`config.mk`:
```
export PLATFORM = sky130hd
export DESIGN_NAME = ddr_bank_track
export DESIGN_NICKNAME = d
export VERILOG_FILES = /design/src/rtl/ddr_turn_pkg.sv /design/src/rtl/ddr_gap_timer.sv /design/src/rtl/ddr_bank_track.sv
export SDC_FILE = /design/constraint.sdc
export NUM_CORES = 1
export LEC_CHECK = 0
export BUFFER_PORTS_ARGS = -buffer_cell sky130_fd_sc_hd__buf_2
export CAP_MARGIN = 20
export CORE_MARGIN = 10
export CORE_UTILIZATION = 58
export DETAILED_ROUTE_END_ITERATION = 7
export HOLD_SLACK_MARGIN = 0.03
export PLACE_DENSITY_LB_ADDON = 0.15
export SYNTH_ARGS = -nofsm -noshare
export SYNTH_HDL_FRONTEND = slang
export SYNTH_SLANG_ARGS = --single-unit
```
`constraint.sdc`:
```
create_clock -name clk_i -period 2.72 [get_ports clk_i]
set_input_delay 0.136 -clock clk_i [delete_from_list [all_inputs] [get_ports clk_i]]
set_output_delay 0.136 -clock clk_i [all_outputs]
set_load 0.01 [all_outputs]
```
`src/rtl/ddr_turn_pkg.sv`:
```
package ddr_turn_pkg;
  localparam int TCCD = 4;

  typedef enum logic [2:0] {
    CMD_NOP = 3'd0,
    CMD_ACT = 3'd1,
    CMD_RD  = 3'd2,
    CMD_WR  = 3'd3,
    CMD_PRE = 3'd4
  } cmd_e;

  typedef enum logic [1:0] {
    MODE_BL8 = 2'd0,
    MODE_OTF = 2'd1,
    MODE_BC4 = 2'd2
  } mode_e;

  typedef enum logic [3:0] {
    ERR_NONE   = 4'd0,
    ERR_NO_ROW = 4'd1,
    ERR_CCD    = 4'd2,
    ERR_RTW    = 4'd3,
    ERR_WTR    = 4'd4,
    ERR_WR     = 4'd5,
    ERR_RTP    = 4'd6,
    ERR_RAS    = 4'd7,
    ERR_RP     = 4'd8
  } err_e;
endpackage

```
`src/rtl/ddr_gap_timer.sv`:
```
module ddr_gap_timer #(
  parameter int W = 7
) (
  input  logic         clk_i,
  input  logic         rst_ni,
  input  logic         load_i,
  input  logic [W-1:0] val_i,
  output logic         busy_o
);
  logic [W-1:0] cnt_q, dec;

  assign dec    = (cnt_q != '0) ? cnt_q - 1'b1 : '0;
  assign busy_o = (cnt_q != '0);

  // keep the later of the running and the new deadline
  always_ff @(posedge clk_i or negedge rst_ni) begin
    if (!rst_ni)                    cnt_q <= '0;
    else if (load_i && val_i > dec) cnt_q <= val_i;
    else                            cnt_q <= dec;
  end

  a_r4_timer_arm: assert property (@(posedge clk_i) disable iff (!rst_ni)
    load_i && val_i != '0 |=> busy_o);

  a_r4_timer_decay: assert property (@(posedge clk_i) disable iff (!rst_ni)
    !load_i && busy_o |=> cnt_q == $past(cnt_q) - 1'b1);
endmodule

```
`src/rtl/ddr_bank_track.sv`:
```
module ddr_bank_track
  import ddr_turn_pkg::*;
#(
  parameter int BANKS  = 8,
  parameter int CNT_W  = 7,
  parameter int T_RAS  = 15,
  parameter int T_RP   = 6,
  parameter int BANK_W = $clog2(BANKS)
) (
  input  logic              clk_i,
  input  logic              rst_ni,
  input  logic [2:0]        cmd_i,
  input  logic [BANK_W-1:0] bank_i,
  input  logic [CNT_W-1:0]  wr_ld_i,
  input  logic [CNT_W-1:0]  rtp_ld_i,
  output logic              open_o,
  output logic              wr_busy_o,
  output logic              rtp_busy_o,
  output logic              ras_busy_o,
  output logic              rp_busy_o
);
  localparam logic [CNT_W-1:0] RAS_LD = CNT_W'((T_RAS > 0) ? T_RAS - 1 : 0);
  localparam logic [CNT_W-1:0] RP_LD  = CNT_W'((T_RP > 0) ? T_RP - 1 : 0);

  logic [BANKS-1:0] open_q, wr_b, rtp_b, ras_b, rp_b;
  logic is_act, is_rd, is_wr, is_pre;

  assign is_act = (cmd_i == CMD_ACT);
  assign is_rd  = (cmd_i == CMD_RD);
  assign is_wr  = (cmd_i == CMD_WR);
  assign is_pre = (cmd_i == CMD_PRE);

  for (genvar b = 0; b < BANKS; b++) begin : g_bank
    logic hit;
    assign hit = (bank_i == BANK_W'(b));

    ddr_gap_timer #(.W(CNT_W)) u_wr (
      .clk_i, .rst_ni, .load_i(hit && is_wr), .val_i(wr_ld_i), .busy_o(wr_b[b]));
    ddr_gap_timer #(.W(CNT_W)) u_rtp (
      .clk_i, .rst_ni, .load_i(hit && is_rd), .val_i(rtp_ld_i), .busy_o(rtp_b[b]));
    ddr_gap_timer #(.W(CNT_W)) u_ras (
      .clk_i, .rst_ni, .load_i(hit && is_act), .val_i(RAS_LD), .busy_o(ras_b[b]));
    ddr_gap_timer #(.W(CNT_W)) u_rp (
      .clk_i, .rst_ni, .load_i(hit && is_pre), .val_i(RP_LD), .busy_o(rp_b[b]));

    always_ff @(posedge clk_i or negedge rst_ni) begin
      if (!rst_ni)              open_q[b] <= 1'b0;
      else if (hit && is_act)   open_q[b] <= 1'b1;
      else if (hit && is_pre)   open_q[b] <= 1'b0;
    end

    a_r3_pre_closes: assert property (@(posedge clk_i) disable iff (!rst_ni)
      hit && is_pre |=> !open_q[b]);
  end

  assign open_o     = open_q[bank_i];
  assign wr_busy_o  = wr_b[bank_i];
  assign rtp_busy_o = rtp_b[bank_i];
  assign ras_busy_o = ras_b[bank_i];
  assign rp_busy_o  = rp_b[bank_i];
endmodule

```
==> metrics <==
status=complete, but fails checks; failing checks=negative setup slack; multiplexer share of the synthesized area=0.0916; DRT Pass-1 Iters=5; PD cells=1090 nW/um2; Final Critical Period=2.90 ns; Net count, final=1,904; max cap viols=0; setup TNS=-0.405 ns; clk slew on worst S/H paths=0.06 ns; Relative slew margins=0.585; Unique masters post-synth=66; worst-case reg-to-reg path depth=12; period utilization=1.07; design area=18,500 um2; most frequent cell after synthesis=dfrtp_1; Num Clock Sinks=232; critical path endpoint category=output port; Worst EP required=2.58 ns; Worst Setup Start Kind=register; Die Area=33,100 um2; Mapped Cells=1,606; RSZ-0062 raised after global routing=true; ys flop type=dfrtp_1; Starting Density=0.586; grt ovf=0; first-pass GRT wire length=61.6 mm; DP HPWL=25.7 mm; main combinational cell family by area after synthesis=simple AND/OR/NAND/NOR gates; Iter 0 DRT Violations=679; Worst-Skew Late Latency=0.54 ns; Compound-Gate Fraction of Synth Area=0.130; crit-path max FO=6; simple-gate portion of the synthesized area=0.185; asr flop ratio synth=1.00; Mapped Nets=1,780; PnR worst setup slack=-0.180 ns; hold_ws=0.0700 ns; Post-synth EDFFs=0; num rows=59; num ports=27; Layout area overhead=21.5%; Crit Path Class=register to output port; final hold vios=0; P_leak=8.63 nW; vias=12,600; XOR/XNOR Fraction of Synth Area=0.0564; Horiz. Die Dim=182 um; Fmax=345 MHz; hold depth=4; Via density=6.08; PortBufs=26; dpl ws=-0.133 ns; number of synthesized register bits=232; largest net degree at the start of global routing=70; placed cell count=2,006; CTS tree=done; Synth area leader=dfrtp_1; Area contributors post-synth=dfrtp_1 (38%), ha_1 (12%), mux2i_1 (7.2%), o21ai_0 (4.6%), nor2_1 (3.7%); final std cells w/o fill=2,080; Root Driver=clkbuf_16; Placeable Area=26,000 um2; # setup viols final=3; Die Height=182 um; drt total wl=38.9 mm; Avg Synthesized Cell Area=9.48 um2; Max IR drop VDD=0.708 mV; synth warn=0; Synth top area share=0.381; antenna viol nets, final=0; CTS max path bufs=3; Diodes inserted=0; GP Congestion=0.880; Commonest cells post-synth=dfrtp_1 (232), ha_1 (152), nor2_1 (151); Post-Syn Area=15,200 um2; Hold Path Class=input pin to register; WP data arrival=2.76 ns; antenna violations before repair=1; share of cells above drive strength 1=0.226; Post-Synth Adder-Cell Area=0.125; post-synthesis sequential area ratio=0.381; count of pins over their slew limit=0; Residual DRC=0; Global Route Usage Sum=0.219; placed cell areas=16,300 um2; Worst Skew=0.0188 ns; vias in the first global route=12,500; H-tree Lvls=1; measured slew at the worst slew-check pin=0.622 ns; Routed wire per std cell=18.7 um; CTS Buf Count=27
state kept, by name (all words and copies together) (netlist names):
register            count
g_bank.u_rtp.cnt_q     56
g_bank.u_wr.cnt_q      56
g_bank.u_ras.cnt_q     56
g_bank.u_rp.cnt_q      56
open_q                  8
repair_timing:
| action | in CTS | in global routing |
|---|---|---|
| hold endpoints to repair | 70 | 0 |
| endpoints found under the setup margin | 84 | 116 |
| setup buffers | 14 | 18 |
| resized for setup | 85 | 230 |
| pin swaps | 20 | 33 |
| hold buffers | 2 | 0 |
layer usage:
layer / GRT usage / wire length, um / vias to the layer above
met3: 0.0360 / 1900 / 78
met5: 0 / 0 / -
met2: 0.377 / 19300 / 282
li1: - / - / 6059
met4: 0.0560 / 980 / 0
met1: 0.281 / 16700 / 6223
logic make-up (layout without fill, tap and decap cells):
| logic type | Yosys count | in the layout |
|---|---|---|
| xor gates and xnor gates | 98 | 98 |
| and+or+nand+nor | 538 | 538 |
| DFF | 232 | 232 |
| muxes | 132 | 132 |
| buffers and inverters | 121 | 260 |
| AOI/OAI and AO/OA | 333 | 333 |
| adders and majority gates | 152 | 152 |
report_power, final:
| part | internal, W | switching, W | total [W] | leakage (nW) |
|---|---|---|---|---|
| logic | 0.00472 | 0.00520 | 0.00992 | 5.48 |
| registers | 0.00502 | 0.00184 | 0.00685 | 2.75 |
| clock network | 0.00201 | 0.00142 | 0.00343 | 0.401 |
| total | 0.0117 | 0.00845 | 0.0202 | 8.63 |
area by class of cell:
type | count | area (um2)
Tap cell | 335 | 419
Timing Repair Buffer | 115 | 952
Sequential cell | 232 | 5810
Multi-Input combinational cell | 1253 | 10100
Clock inverter | 5 | 50.0
Fill cell | 1904 | 7490
Inverter | 101 | 379
Clock buffer | 39 | 761
placed cells by master, fill, tap and decap left out, types with 33 or more instances in the layout:
master / instances
a21oi_1: 64
buf_4: 59
dfrtp_1: 231
ha_1: 120
inv_1: 97
mux2i_1: 105
nand2_1: 96
nand2b_1: 44
nor2_1: 134
nor3_1: 51
o21ai_0: 65
o21ai_2: 33
xnor2_1: 38
xor2_1: 60
path summary, 6_finish.rpt:
path / slack (ns) / from / endpoint
min in group asynchronous: 0.14 / rst_ni / g_bank[1].u_rp.cnt_q[2]
max: -0.18 / g_bank[0].u_wr.cnt_q[0] / wr_busy_o
max in group asynchronous: 1.73 / rst_ni / g_bank[5].u_rp.cnt_q[3]
min reg2reg: 0.49 / g_bank[3].u_ras.cnt_q[0] / g_bank[3].u_ras.cnt_q[0]
min: 0.07 / cmd_i[2] / open_q[3]
max reg2reg: -0.05 / g_bank[1].u_wr.cnt_q[0] / g_bank[1].u_wr.cnt_q[3]
worst max-delay path: stages (launching register included):
cell,delay [ns]
dfrtp_1,0.40
inv_1,0.07
ha_2,0.18
nand2b_1,0.07
or4_4,0.48
nor2_4,0.15
buf_6,0.13
o22ai_2,0.06
or4_4,0.54
buf_6,0.14
metrics by stage:
step                      total power, W   util
after CTS                         0.0187  0.671
after floorplan                   0.0129      -
after global placement            0.0145  0.627
after global routing              0.0220  0.712
after detailed placement          0.0150  0.627
final                             0.0202  0.712
(Power assumes the default switching activity.)
